--- config.mk ---
export PLATFORM = sky130hd
export DESIGN_NAME = snoop_resp_agent
export DESIGN_NICKNAME = d
export VERILOG_FILES = /design/src/rtl/sra_pkg.sv /design/src/rtl/sra_iq.sv /design/src/rtl/sra_decode.sv /design/src/rtl/sra_seq.sv /design/src/rtl/snoop_resp_agent.sv
export SDC_FILE = /design/constraint.sdc
export NUM_CORES = 1
export LEC_CHECK = 0
export BUFFER_PORTS_ARGS = -buffer_cell sky130_fd_sc_hd__buf_2
export CAP_MARGIN = 25
export CORE_AREA = 4 4 73 75
export DETAILED_ROUTE_END_ITERATION = 10
export DIE_AREA = 0 0 77 79
export MAX_ROUTING_LAYER = met4
export PLACE_DENSITY_LB_ADDON = 0.25
export SKIP_CTS_REPAIR_TIMING = 1
export SLEW_MARGIN = 20
export SYNTH_ARGS = -nofsm -noshare
export SYNTH_HDL_FRONTEND = slang
export SYNTH_HIERARCHICAL = 1
export SYNTH_SLANG_ARGS = --single-unit
--- constraint.sdc ---
create_clock -name clk -period 3 [get_ports clk]
set_input_delay 0.6 -clock clk [delete_from_list [all_inputs] [get_ports clk]]
set_output_delay 0.6 -clock clk [all_outputs]
set_load 0.005 [all_outputs]
--- src/rtl/sra_pkg.sv ---
package sra_pkg;

    typedef enum logic [2:0] {
        RC_NORMAL = 3'b000,
        RC_IWB    = 3'b001,
        RC_RETRY  = 3'b010,
        RC_DEFER  = 3'b011,
        RC_NODATA = 3'b100,
        RC_ERROR  = 3'b111
    } rsp_code_e;

    typedef struct packed {
        logic       defer_en;
        logic       lock;
        logic       lock_first;
        logic [2:0] rtype;
    } req_attr_t;

    localparam logic [2:0] T_DREPLY = 3'b000;
    localparam logic [2:0] T_READ   = 3'b010;
    localparam logic [2:0] T_RDINV  = 3'b011;
    localparam logic [2:0] T_WBACK  = 3'b101;

endpackage

--- src/rtl/sra_iq.sv ---
module sra_iq
    import sra_pkg::*;
#(
    parameter int DEPTH = 4
) (
    input  logic      clk,
    input  logic      rst_n,
    input  logic      push,
    input  req_attr_t din,
    input  logic      pop,
    output req_attr_t dout,
    output logic      empty,
    output logic      full
);
    localparam int AW = (DEPTH > 1) ? $clog2(DEPTH) : 1;
    localparam int CW = AW + 1;

    req_attr_t         slots [DEPTH];
    logic [AW-1:0]     wr_ptr, rd_ptr;
    logic [CW-1:0]     count;
    logic              do_push, do_pop;

    assign empty   = (count == '0);
    assign full    = (count == CW'(DEPTH));
    assign do_push = push && !full;
    assign do_pop  = pop && !empty;
    assign dout    = slots[rd_ptr];

    always_ff @(posedge clk) begin
        if (!rst_n) begin
            wr_ptr <= '0;
            rd_ptr <= '0;
            count  <= '0;
        end else begin
            if (do_push) begin
                wr_ptr <= (wr_ptr == AW'(DEPTH - 1)) ? '0 : wr_ptr + 1'b1;
            end
            if (do_pop) begin
                rd_ptr <= (rd_ptr == AW'(DEPTH - 1)) ? '0 : rd_ptr + 1'b1;
            end
            count <= count + CW'(do_push) - CW'(do_pop);
        end
    end

    always_ff @(posedge clk) begin
        if (do_push) begin
            slots[wr_ptr] <= din;
        end
    end

endmodule

--- src/rtl/sra_decode.sv ---
module sra_decode
    import sra_pkg::*;
(
    input  req_attr_t attr,
    input  logic      stall,
    input  logic      dirty,
    output rsp_code_e code,
    output logic      data_phase,
    output logic      mem_cap
);
    logic is_dreply, is_wback, is_read, late_lock, bad_enable;

    assign is_dreply  = (attr.rtype == T_DREPLY);
    assign is_wback   = (attr.rtype == T_WBACK);
    assign is_read    = (attr.rtype == T_READ) || (attr.rtype == T_RDINV);
    assign late_lock  = attr.lock && !attr.lock_first;
    assign bad_enable = attr.defer_en && (attr.lock || is_dreply || is_wback);

    always_comb begin
        if (bad_enable) begin
            code = RC_ERROR;
        end else if (dirty) begin
            code = RC_IWB;
        end else if (is_dreply) begin
            code = RC_NODATA;
        end else if (!stall) begin
            code = RC_NORMAL;
        end else if (is_wback || late_lock) begin
            code = RC_ERROR;
        end else if (attr.defer_en) begin
            code = RC_DEFER;
        end else begin
            code = RC_RETRY;
        end
    end

    assign data_phase = (code == RC_IWB) || ((code == RC_NORMAL) && is_read);
    assign mem_cap    = (code == RC_IWB) && !is_dreply;

endmodule

--- src/rtl/sra_seq.sv ---
module sra_seq
    import sra_pkg::*;
#(
    parameter int BEATS = 4
) (
    input  logic                        clk,
    input  logic                        rst_n,
    input  logic                        start,
    input  rsp_code_e                   code_in,
    input  logic                        data_in,
    input  logic                        memcap_in,
    output logic                        idle,
    output logic                        done,
    output logic                        wb_ready,
    output logic                        rsp_valid,
    output logic [2:0]                  rsp_code,
    output logic                        data_busy,
    output logic [$clog2(BEATS)-1:0]    data_beat,
    output logic                        mem_capture
);
    localparam int BW = $clog2(BEATS);
    localparam logic [BW-1:0] LAST = BW'(BEATS - 1);

    typedef enum logic [2:0] {
        ST_IDLE,
        ST_TRDY,
        ST_GAP,
        ST_RESP,
        ST_DATA
    } state_e;

    state_e          state, nxt;
    rsp_code_e       code_q;
    logic            memcap_q;
    logic [BW-1:0]   beat_q;

    always_comb begin
        nxt = state;
        unique case (state)
            ST_IDLE: begin
                if (start) begin
                    if (code_in == RC_IWB) nxt = ST_TRDY;
                    else if (data_in)      nxt = ST_DATA;
                    else                   nxt = ST_RESP;
                end
            end
            ST_TRDY: nxt = ST_GAP;
            ST_GAP:  nxt = ST_DATA;
            ST_RESP: nxt = ST_IDLE;
            ST_DATA: if (beat_q == LAST) nxt = ST_IDLE;
            default: nxt = ST_IDLE;
        endcase
    end

    always_ff @(posedge clk) begin
        if (!rst_n) begin
            state    <= ST_IDLE;
            code_q   <= RC_NORMAL;
            memcap_q <= 1'b0;
            beat_q   <= '0;
        end else begin
            state <= nxt;
            if (state == ST_IDLE && start) begin
                code_q   <= code_in;
                memcap_q <= memcap_in;
            end
            beat_q <= (state == ST_DATA) ? beat_q + 1'b1 : '0;
        end
    end

    always_comb begin
        wb_ready    = (state == ST_TRDY);
        data_busy   = (state == ST_DATA);
        rsp_valid   = (state == ST_RESP) || (data_busy && beat_q == '0);
        rsp_code    = rsp_valid ? code_q : 3'b000;
        data_beat   = data_busy ? beat_q : '0;
        mem_capture = data_busy && memcap_q;
        done        = (state == ST_RESP) || (data_busy && beat_q == LAST);
        idle        = (state == ST_IDLE);
    end

endmodule

--- src/rtl/snoop_resp_agent.sv ---
module snoop_resp_agent
    import sra_pkg::*;
#(
    parameter int DEPTH = 4,
    parameter int BEATS = 4,
    parameter int BW    = $clog2(BEATS)
) (
    input  logic          clk,
    input  logic          rst_n,
    input  logic          req_valid,
    input  logic          req_defer_en,
    input  logic          req_lock,
    input  logic          req_lock_first,
    input  logic [2:0]    req_type,
    output logic          iq_full,
    input  logic          snp_valid,
    input  logic          snp_stall,
    input  logic          snp_dirty,
    output logic          wb_ready,
    output logic          rsp_valid,
    output logic [2:0]    rsp_code,
    output logic          data_busy,
    output logic [BW-1:0] data_beat,
    output logic          mem_capture
);
    req_attr_t in_attr, head;
    rsp_code_e dec_code;
    logic      iq_empty, seq_idle, seq_done, start, dec_data, dec_mem;

    assign in_attr = '{defer_en: req_defer_en, lock: req_lock,
                       lock_first: req_lock_first, rtype: req_type};
    assign start   = snp_valid && !iq_empty && seq_idle;

    sra_iq #(.DEPTH(DEPTH)) iq_i (
        .clk(clk), .rst_n(rst_n),
        .push(req_valid), .din(in_attr),
        .pop(seq_done), .dout(head),
        .empty(iq_empty), .full(iq_full)
    );

    sra_decode dec_i (
        .attr(head), .stall(snp_stall), .dirty(snp_dirty),
        .code(dec_code), .data_phase(dec_data), .mem_cap(dec_mem)
    );

    sra_seq #(.BEATS(BEATS)) seq_i (
        .clk(clk), .rst_n(rst_n),
        .start(start), .code_in(dec_code), .data_in(dec_data), .memcap_in(dec_mem),
        .idle(seq_idle), .done(seq_done),
        .wb_ready(wb_ready), .rsp_valid(rsp_valid), .rsp_code(rsp_code),
        .data_busy(data_busy), .data_beat(data_beat), .mem_capture(mem_capture)
    );

endmodule

==> results.txt, run 1 <==
- Share of final-layout standard cells stronger than drive strength 1: 0.2865
- Max FO, Critical Path: 6
* Worst-Margin Slew: approximately 400 ps
* Number of cells traversed by the worst hold path: 2
* Clock period minus final worst setup slack: 2696 ps
- Post-detailed-route DRC marker count: 0
- The worst register-to-register path has a depth of 7.
* FILL cells: 417
- Final Hold Violating Endpoints: 0
- The worst setup path is captured at a flop.
- Final layout net count: 206
* IO buf count: 21
- In this run the number of H-tree levels came out at 2.
- Most common cell after layout, fill and taps aside: sky130_fd_sc_hd__edfxtp_1
- Number of vias per cell: approximately 5.3
- Among all flip-flop cells after synthesis, the most frequent one is sky130_fd_sc_hd__edfxtp_1.
- Yosys mapped a number of flops with a built-in enable equal to 24.
* Setup crit start kind: flop
- IR analysis of the VDD net gives a maximum drop of between 0.0003 and 0.0004 V.
- Setup clock skew after layout: 12.11 ps
- The first routing iteration left 69 violations.
* Most used cells in the layout excluding fill and tap cells: sky130_fd_sc_hd__edfxtp_1 (24), sky130_fd_sc_hd__buf_2 (21), sky130_fd_sc_hd__dfxtp_1 (18)
- Together, buffers and inverters on the worst path number 0.
- The initial utilization of the core area, before any placement, comes to 0.4336.
- During synthesis, Yosys emitted a total of 6 warnings.
* Root Buffer Master: sky130_fd_sc_hd__clkbuf_8
- The detail route stage leaves a number of antenna-violating nets equal to 0.
* Floorplan die area: 0.006083 sq mm
- Final setup vio count: 0
* Ordered list of cells on the worst path: mux4_2 > or3_1 > nand2_1 > nand2_1 > or3b_2 > a31oi_1 > nor4b_1
- The total overflow left after global routing is 0.
- The worst pin sits at a relative slew slack of 0.7278.
- Post-route clock period utilization: 0.8985
- Path type of the worst setup path: reg2reg
- On the worst path, the slowest cell contributes a delay of 630 ps.
- Final max-slew violation count: 0
- Area grow syn2layout: 13.87%
- Async set-reset flop share out of synthesis: 0
- Dividing the synthesized area by the synthesized cell count gives 12.55 sq um.
- Clock-pin slew was measured on the worst setup and hold paths at around 90 ps.
* Worst endpoint data arrival time: 2870 ps
* Floorplan core area: around 0.0047 sq mm
- Data required, critical path: 3170 ps
- The netlist uses 45 different library cells.
- Vias in the first global route: 1293
- Count of vias placed by the detailed router: around 1300
- The floorplan step set the die width to about 77 microns.
- The initial antenna violation count is 0.
* RSZ-0062 raised after global routing: false
- Max-cap violation count: 0
- In the global route stage, overall resource usage came out at 0.1246.
- Area used by multi-input combinational logic: 860.8 sq um
* Area of the mapped netlist: between 0.002 and 0.0025 sq mm
- The cell that appears most often on the critical path is sky130_fd_sc_hd__nand2_1.
- The biggest area contributor in the post-synthesis netlist is sky130_fd_sc_hd__edfxtp_1.
* Sequential cell area: 0.001081 sq mm
- HPWL reported at the end of detailed placement: 2.608 mm
* Boundary Pins: 22
- Clock insertion delay at the later pin of the skew report: 290 ps
- The first global-routing pass estimated approximately 5.9 mm of wire.
- Number of clock buffers inserted by TritonCTS: 5
* Post-route setup TNS: 0 ps
- Register bit total from synthesis: 42
- The share of synthesized area in the top cell type comes to 0.3567.
- In this run the static leakage power is 0.8958 nW.
* Tightest Hold Check Type: reg2reg
- Largest net degree at the start of global routing: 24
- Based on the critical path, the design can be clocked at up to 371.0 MHz.
- The number of antenna diodes in the final layout is 0.
* Cell count along the critical path: 7
- After floorplanning, the core was divided into 25 placement rows.
- The first detailed-routing pass ran for 4 iterations.
- Synthesized instance count: 161
- Wire length after detailed routing: 3.430 mm
- Synthesized Nets: 183
* Max Buffers Root-to-Sink: 2
- Chip height: 79 microns
- Leading cell types by total area after synthesis: sky130_fd_sc_hd__edfxtp_1 (36%), sky130_fd_sc_hd__dfxtp_1 (18%), sky130_fd_sc_hd__mux4_2 (6.7%)
- TritonCTS built the clock tree.
- Power, Total: roughly 0.0017 W
* Register area share after synthesis: 0.5350
- CP max-delay cell: sky130_fd_sc_hd__mux4_2
- The flow ran to the end, and the final reports show no timing, DRC or antenna violations.
- Dominant delay contributor by cell family on the critical path: simple AND/OR/NAND/NOR gates
- Power spread over the standard cell area amounts to roughly 740 mW/mm^2.
- Dividing the detail-routed wire length by the instance count gives 14.35 microns.
* Sink Count: 42
* Placer Congestion: ~0.73
## cells in the mapped netlist, types with 2 or more instances
cell type and count:
sky130_fd_sc_hd__dfxtp_1 18, sky130_fd_sc_hd__nand2_1 14, sky130_fd_sc_hd__nand3_1 7, sky130_fd_sc_hd__edfxtp_1 24, sky130_fd_sc_hd__mux4_2 6, sky130_fd_sc_hd__buf_2 3, sky130_fd_sc_hd__inv_1 13, sky130_fd_sc_hd__ha_1 9
sky130_fd_sc_hd__mux2i_1 2, sky130_fd_sc_hd__and3b_1 2, sky130_fd_sc_hd__nor3_1 2, sky130_fd_sc_hd__nor2b_1 6, sky130_fd_sc_hd__and2_2 6, sky130_fd_sc_hd__nor2_1 4, sky130_fd_sc_hd__xnor2_1 3, sky130_fd_sc_hd__nor3b_4 2
sky130_fd_sc_hd__o21ai_0 7, sky130_fd_sc_hd__a21oi_1 2, sky130_fd_sc_hd__and2_1 5
## path summary, 6_finish.rpt
path	slack, ps	from	end
setup / recovery	300	flop	seq_i/state[1]
hold / removal	460	seq_i/code_q[0]	seq_i/code_q[0]
hold reg to reg	460	seq_i/code_q[0]	seq_i/code_q[0]
setup reg to reg	300	flop	seq_i/state[1]
## power by group
group | switching (W) | leakage, nW | internal, W
sequential | 0.0000819 | 0.366 | 0.000700
combinational | 0.000205 | 0.461 | 0.000194
clock | 0.000195 | 0.0683 | 0.000333
## kinds of logic after synthesis
family,after synthesis,synth area share
AND/OR/NAND/NOR,58,0.1864
flip-flops,42,0.5350
AO/OA/AOI/OAI,22,0.08421
buffers and inverters,18,0.03901
adder cells (fa/ha/maj),10,0.06564
multiplexers,8,0.07678
XOR/XNOR,3,0.01301
## sequential cells by signal (all words and copies together), names as in the netlist, named ones only
register and count:
iq_i/slots 24, iq_i/count 3, seq_i/code_q 3, seq_i/state 3, iq_i/rd_ptr 2, iq_i/wr_ptr 2, seq_i/beat_q 2, seq_i/memcap_q 1
## routing by layer
layer | GRT usage | wire (microns) | vias to the layer above
li1 | - | - | 620
met1 | 0.1390 | 1549 | 619
met2 | 0.2152 | 1695 | 21
met3 | 0.03628 | 126 | 8
met4 | 0.04270 | 58 | 0
met5 | - | 0 | -
## cell type report
cell class / count / share of cell area
clock inverters: 3 / 0.02991
clock buffers: 5 / 0.02991
multi-input cells: 101 / 0.3741
flip-flops and latches: 42 / 0.4698
inverters: 13 / 0.02121
well taps: 54 / 0.02936
repair buffers: 21 / 0.04568
## metrics by stage
stage                 util  worst slack [ps]  cell area [sq um]  cells  hold WS, ps
floorplan                -             535.8               2021    161        425.4
global placement    0.4642             378.8               2163    231        443.8
detailed placement  0.4642             302.3               2163    231        456.7
CTS                 0.4937             291.4               2301    239        469.1
global route        0.4937             125.6               2301    239        500.8
finish              0.4937             304.4               2301    239        464.2
## worst register-to-register path, delay by kind of cell (launching register included)
kind,cells,cell delay (ps)
simple gates,5,1210
mux,1,630
flops,1,550
compound gates,1,190
Note: power is estimated with default switching activity, not from simulation.
==> run 2: changes to the inputs <==
- CELL_PAD_IN_SITES_DETAIL_PLACEMENT: default -> 0
- CELL_PAD_IN_SITES_GLOBAL_PLACEMENT: default -> 1
==> run 2 against run 1 <==
Net effect:
- register-to-register slack barely moved
- critical path depth did not move
- core utilization fell by 0.67 points
- flip-flop and latch count did not move
- largest cell class unchanged
- highest routed layer unchanged
- largest power group unchanged
- non-clock buffer count did not move
- first-iteration DRC count fell by 7.2%
- power fell by 6.0%
- count of clock-buffer cells in the layout rose by 1
- clock skew fell by 6.7 ps
==> results.txt, run 2 (same netlist as run 1, synthesis figures left out) <==
* Worst endpoint data arrival time: 2880 ps (about the same)
- The effective utilization at floorplan came to 0.4336 (unchanged).
- Max FO, Critical Path: 6 (unchanged)
- IO buf count: 21 (unchanged)
* Final max-slew violation count: 0 (unchanged)
- Max FFs per register: 24 (unchanged)
- Worst voltage drop across the vdd grid: 0.0002986 V (-13%)
* Data required, critical path: 3180 ps (about the same)
- The number of max-cap violations was 0 (unchanged).
- The height of the die came to 79 microns (unchanged).
- The placer congestion estimate came to 0.7727 (+5.9%).
- Worst-Margin Slew: 397.4 ps (-10.30 ps)
* Root Buffer Master: sky130_fd_sc_hd__clkbuf_8
* Number of clock buffers inserted by TritonCTS: 5 (unchanged)
- Post-route setup TNS: 0 ps (unchanged)
- CTS H-Tree Depth: 2 (unchanged)
- The area used by multi-input combinational logic is 860.8 sq um (unchanged).
- Floorplan core area: 0.004661 sq mm (unchanged)
* Most used cells in the layout excluding fill and tap cells: sky130_fd_sc_hd__edfxtp_1 (24), sky130_fd_sc_hd__buf_2 (21), sky130_fd_sc_hd__dfxtp_1 (18)
- The top-level port count came to 22 (unchanged).
- The count of TritonRoute iterations in the first routing pass came to 4 (unchanged).
- The worst register-to-register path ends at seq_i/state[2].
* Count of vias placed by the detailed router: 1257 (-0.87%)
- Routed wire per std cell: 14.00 microns (-2.4%)
* Sink Count: 42 (unchanged)
- The total track usage is 0.1261 (+0.001576).
- The DRC violations left was 0 (unchanged).
- The ratio of cells with drive above 1 in the final layout is 0.2757 (-0.01081).
- The register with the most flip-flops in the final layout is iq_i/slots.
- RSZ-0062 raised after global routing: false
- Number of antenna violations at the first check in global routing: 0 (unchanged)
- Global-route wire length before repair: 5.871 mm (+0.10%)
- The worst-case clock skew was 5.429 ps (-6.685 ps).
* Number of vias per cell: 5.259 (-0.87%)
* FILL cells: 420 (+0.72%)
* R2R depth: 7 (unchanged)
* Number of cells traversed by the worst hold path: 2 (unchanged)
- The DRC marker count from the first detailed-route iteration is 64 (-7.2%).
* Leakage: 0.8803 nW (-1.7%)
- Sequential cell area: 0.001081 sq mm (unchanged)
- Worst-case headroom to the max-slew limit: 0.7339 (+0.006114)
- The die outline area is 0.006083 sq mm (unchanged).
* Path type of the worst setup path: reg2reg
- The post-route fraction of the period consumed by the critical path was 0.8999 (+0.001362).
* Wire length after detailed routing: 3.346 mm (-2.4%)
* HPWL reported at the end of detailed placement: 2.560 mm (-1.9%)
- Antenna diode instance count: 0 (unchanged)
- The setup-violating endpoint count in the final report was 0 (unchanged).
* Clock period minus final worst setup slack: 2700 ps (+4.085 ps)
- The number of global-route vias before repair was 1338 (+3.5%).
* Worst Hold Launch: seq_i/code_q[2]
* Placement Rows: 25 (unchanged)
* Final standard cell area without fillers: 0.002270 sq mm (-1.4%)
- Maximum clock frequency: 370.4 MHz (-0.15%)
- The final-stage net count came to 206 (unchanged).
- The clock latency of the later-clocked register in the worst-skew pair came to 290 ps (about the same).
* Largest net degree at the start of global routing: 24 (unchanged)
* Area grow syn2layout: 12.32%
- The number of hold violations in the final report was 0 (unchanged).
- Die width: 77 microns (unchanged)
* Antenna violation net count after detailed routing: 0 (unchanged)
* Terminating pin of the worst hold path: seq_i/code_q[2]
- Run status: completed
* Clk slew on worst S/H paths: 70 ps (-20 ps)
- The maximum count of clock buffers along a single path came to 2 (unchanged).
- The min-delay analysis places its worst path in the category reg2reg.
- Total gr overflow: 0 (unchanged)
- Setup crit end kind: flop
* Setup crit start kind: flop
- Power density over cell area: 708.0 mW/mm^2 (-4.7%)
* Most common cell after layout, fill and taps aside: sky130_fd_sc_hd__edfxtp_1
* CTS tree: yes
- The flop-to-flop setup slack was 300 ps (about the same).
* Post-DP Area: 0.002163 sq mm (unchanged)
==> run 2: cell types whose count changed in the layout (fill, tap and decap cells not counted), sizes merged <==
cell / before / now
bufinv: 2 / 1
clkbuf: 5 / 6
==> run 2: power breakdown <==
part / switching, W / total [W] / internal [W]
clock network: 0.000176 / 0.000422 / 0.000245
logic: 0.000207 / 0.000403 / 0.000195
registers: 0.0000819 / 0.000782 / 0.000700
total: 0.000466 / 0.00161 / 0.00114
==> run 2: per-stage QoR <==
stage	total power, W	setup slack, ps	util	hold WS (ps)	std cells
3_3_place_gp	0.001180	388.0	0.4642	445.1	231
4_1_cts	0.001629	271.1	0.4870	467.5	239
2_1_floorplan	0.001098	535.8	-	425.4	161
5_1_grt	0.001714	67.50	0.4870	483.3	239
6_report	0.001607	300.3	0.4870	463.7	239
3_5_place_dp	0.001203	288.8	0.4642	453.9	231
==> run 2: worst max-delay path by stage <==
stage          start             end  slack (ps)  cells after the start
2_1_floorplan   flop  seq_i/state[1]         540                      8
3_3_place_gp    flop  seq_i/state[1]         390                      7
3_5_place_dp    flop  seq_i/state[1]         290                      7
4_1_cts         flop  seq_i/state[1]         270                      7
5_1_grt         flop  seq_i/state[2]          70                      7
6_report        flop  seq_i/state[2]         300                      7
==> run 2: routing by layer <==
metal | share of wire | wire length [microns] | GRT usage
met5 | 0 | 0 | -
met1 | 0.43 | 1453 | 0.1392
met2 | 0.51 | 1700 | 0.2134
met3 | 0.040 | 135 | 0.03968
met4 | 0.017 | 57 | 0.05160
==> run 2: worst max-delay path: stages, from the launching register on <==
cell and delay (ps):
sky130_fd_sc_hd__dfxtp_1 550, sky130_fd_sc_hd__mux4_2 650, sky130_fd_sc_hd__and2_1 230, sky130_fd_sc_hd__a31oi_4 200
sky130_fd_sc_hd__o2111ai_2 160, sky130_fd_sc_hd__or3b_2 510, sky130_fd_sc_hd__a21oi_1 180, sky130_fd_sc_hd__o22ai_1 100
==> run 2: cell type report <==
type,instances,share of cell area
inverters,13,0.02150
well taps,54,0.02977
repair buffers,21,0.04631
clock buffers,6,0.03197
multi-input cells,101,0.3793
clock inverters,2,0.01488
flip-flops and latches,42,0.4763
==> run 3: changes to the inputs <==
- CORE_AREA: 4 4 73 75 -> 4 4 75 77
- DIE_AREA: 0 0 77 79 -> 0 0 79 81
- PLACE_DENSITY: default -> 0.75
- PLACE_DENSITY_LB_ADDON: 0.25 -> default
- clock period: 3 -> 2.3 ns (I/O delays scaled with it)
==> run 3 against run 2 <==
Net effect:
- the flow now finishes with violations (negative setup slack)
- sequential share of layout area down 3.0 points
- critical path depth unchanged
- global-route usage about the same
- non-clock buffer count up 13
- count of clock-buffer cells in the layout down 1
- setup slack worse by 340 ps
- design area up 7.2%
==> results.txt, run 3 (same netlist as run 1, synthesis figures left out) <==
- Sequential cell area: 0.001085 sq mm (+0.35%)
- The post-route fraction of the period consumed by the critical path is 1.015 (+0.1155).
- Path type of the worst setup path: reg2reg
- RSZ-0062 raised after global routing: true
- Boundary Pins: 22 (unchanged)
- Number of clock buffers inserted by TritonCTS: 5 (unchanged)
- The depth of the CTS H-tree is 2 (unchanged).
- Antenna violation net count after detailed routing: 0 (unchanged)
- The setup slack after layout came to -35.47 ps (-335.8 ps).
- Post-route setup TNS: -90.65 ps (-90.65 ps)
- The register share of total power is 0.472 (-0.015).
- Run status: finished, violations left
- The minimum clock period after layout came to 2335 ps (-364.2 ps).
- Switching power: 0.0006658 W (+43%)
* Area grow syn2layout: 20.37%
- The clock latency of the later-clocked register in the worst-skew pair was 300 ps (about the same).
- The clock sink count was 42 (unchanged).
- Register containing the most flip-flops in the final layout: iq_i/slots
- The maximum count of clock buffers along a single path is 2 (unchanged).
- CTS tree: yes
- The slew of the pin with the lowest slew margin is 388.5 ps (-8.901 ps).
* First drt pass iteration count: 4 (unchanged)
- The initial antenna violation count was 0 (unchanged).
* IO buf count: 21 (unchanged)
- Floorplan core area: 0.005010 sq mm (+7.5%)
- The library cell used most frequently in the layout, excluding fill and tap cells, is sky130_fd_sc_hd__edfxtp_1.
- Maximum clock frequency: 428.2 MHz (+16%)
- The pin count of the biggest net entering global routing was 24 (unchanged).
- Violated checks: negative setup slack
- Leakage: 0.9540 nW (+8.4%)
- The number of hold violations in the final report came to 0 (unchanged).
- The area used by multi-input combinational logic was 903.4 sq um (+4.9%).
* Vias in the first global route: 1440 (+7.6%)
- The ratio of total power to cell area was 873.8 mW/mm^2 (+23%).
- CP max-delay cell: sky130_fd_sc_hd__mux4_2
- The setup-violating endpoint count in the final report was 3 (+3).
- Worst-case headroom to the max-slew limit: 0.7399 (+0.005958)
- The die outline area is 0.006399 sq mm (+5.2%).
- Number of vias per cell: 4.828 (-8.2%)
- Setup clock skew after layout: 13.02 ps (+7.588 ps)
- Data required, critical path: 2510 ps (-670 ps)
* Share of final-layout standard cells stronger than drive strength 1: 0.3788 (+0.1031)
- Count of buffer and inverter cells on the critical path: 1 (+1)
- On the critical path the largest part of the delay comes from simple AND/OR/NAND/NOR gates.
- GRT Resource Usage Total: 0.1258 (-0.0003398)
- Sw frac: 0.3133 (+0.02348)
- The worst voltage drop across the vdd grid came to 0.0003379 V (+13%).
- The die width is 79 microns (+2.6%).
* Max FFs per register: 24 (unchanged)
- The first-pass GRT wire length is 6.030 mm (+2.7%).
- The top cell types in the final layout, fill and taps aside, are sky130_fd_sc_hd__edfxtp_1 (24), sky130_fd_sc_hd__buf_2 (21), sky130_fd_sc_hd__dfxtp_1 (15).
- Setup crit end kind: flop
- Ordered list of cells on the worst path: buf_12 > mux4_2 > or3_4 > nand2_1 > nand2_1 > or3b_4 > a211oi_1
- The longest individual stage delay on the worst path is 550 ps (-100 ps).
- Routed wire per std cell: 13.01 microns (-7.1%)
- Initial core utilization: 0.4033 (-0.03021)
* Clk slew on worst S/H paths: 90 ps (+20 ps)
- Clock share of power: 0.227 (-0.035)
- Placement Rows: 26 (+4.0%)
* Tightest Hold Check Type: in2reg
- Setup crit start kind: flop
* Count of vias placed by the detailed router: 1294 (+2.9%)
- The global-route congestion overflow total came to 0 (unchanged).
- Placer Congestion: 0.7565 (-2.1%)
* Root Buffer Master: sky130_fd_sc_hd__clkbuf_8
* FILL cells: 464 (+10%)
* Chip height: 81 microns (+2.5%)
- The combinational power share is 0.301 (+0.050).
- The sum of routed wire length over all layers came to 3.487 mm (+4.2%).
* Max FO, Critical Path: 6 (unchanged)
* Cell internal pwr: 0.001460 W (+28%)
- The final-stage net count came to 219 (+6.3%).
- The setup slack at placement came to -78.02 ps (-366.8 ps).
* HPWL reported at the end of detailed placement: 2.691 mm (+5.1%)
- Antenna diode instance count: 0 (unchanged)
* Max-cap violation count: 0 (unchanged)
- The DRC marker count from the first detailed-route iteration was 81 (+27%).
- Among the stages of the critical path, the cell type that occurs most often is sky130_fd_sc_hd__nand2_1.
- The arrival time reported for the critical path endpoint was 2550 ps (-330 ps).
- Final max-slew violation count: 0 (unchanged)
- The DRC violations left is 0 (unchanged).
## run 3: layout make-up
cell class	instances	area share
multi-input cells	101	0.3714
clock buffers	5	0.02829
inverters	13	0.02006
well taps	70	0.03601
clock inverters	3	0.009774
repair buffers	34	0.08848
flip-flops and latches	42	0.4460
## run 3: path summary, 6_finish.rpt
check	start	to	slack, ps	cells past startpoint
max	flop	seq_i/state[0]	-40	7
min	req_type[0]	iq_i/slots[0][0]	380	1
max reg2reg	flop	seq_i/state[0]	-40	7
min reg2reg	seq_i/code_q[0]	seq_i/code_q[0]	460	2
## run 3: layer usage
layer,global-route usage,part of all wire,vias up
li1,-,-,646
met2,0.2222,0.51,25
met1,0.1280,0.42,613
met5,-,0,-
met3,0.03326,0.040,10
met4,0.06701,0.029,0
## run 3: stage by stage
stage | hold WS [ps] | instance area [sq um] | util | instances | power [W]
CTS | 370.6 | 2416 | 0.4823 | 268 | 0.002143
floorplan | 425.4 | 2059 | - | 161 | 0.001462
detailed placement | 456.7 | 2323 | 0.4638 | 260 | 0.001654
global route | 365.5 | 2432 | 0.4855 | 268 | 0.002273
finish | 379.7 | 2432 | 0.4855 | 268 | 0.002125
global placement | 442.6 | 2323 | 0.4638 | 260 | 0.001623
## run 3: power by group through the flow
stage	clock network (W)	registers (W)	logic, W
floorplan	0	0.00100	0.000458
global placement	0	0.00101	0.000612
finish	0.000482	0.00100	0.000640
detailed placement	0	0.00102	0.000636
global route	0.000533	0.00102	0.000720
CTS	0.000502	0.00100	0.000637
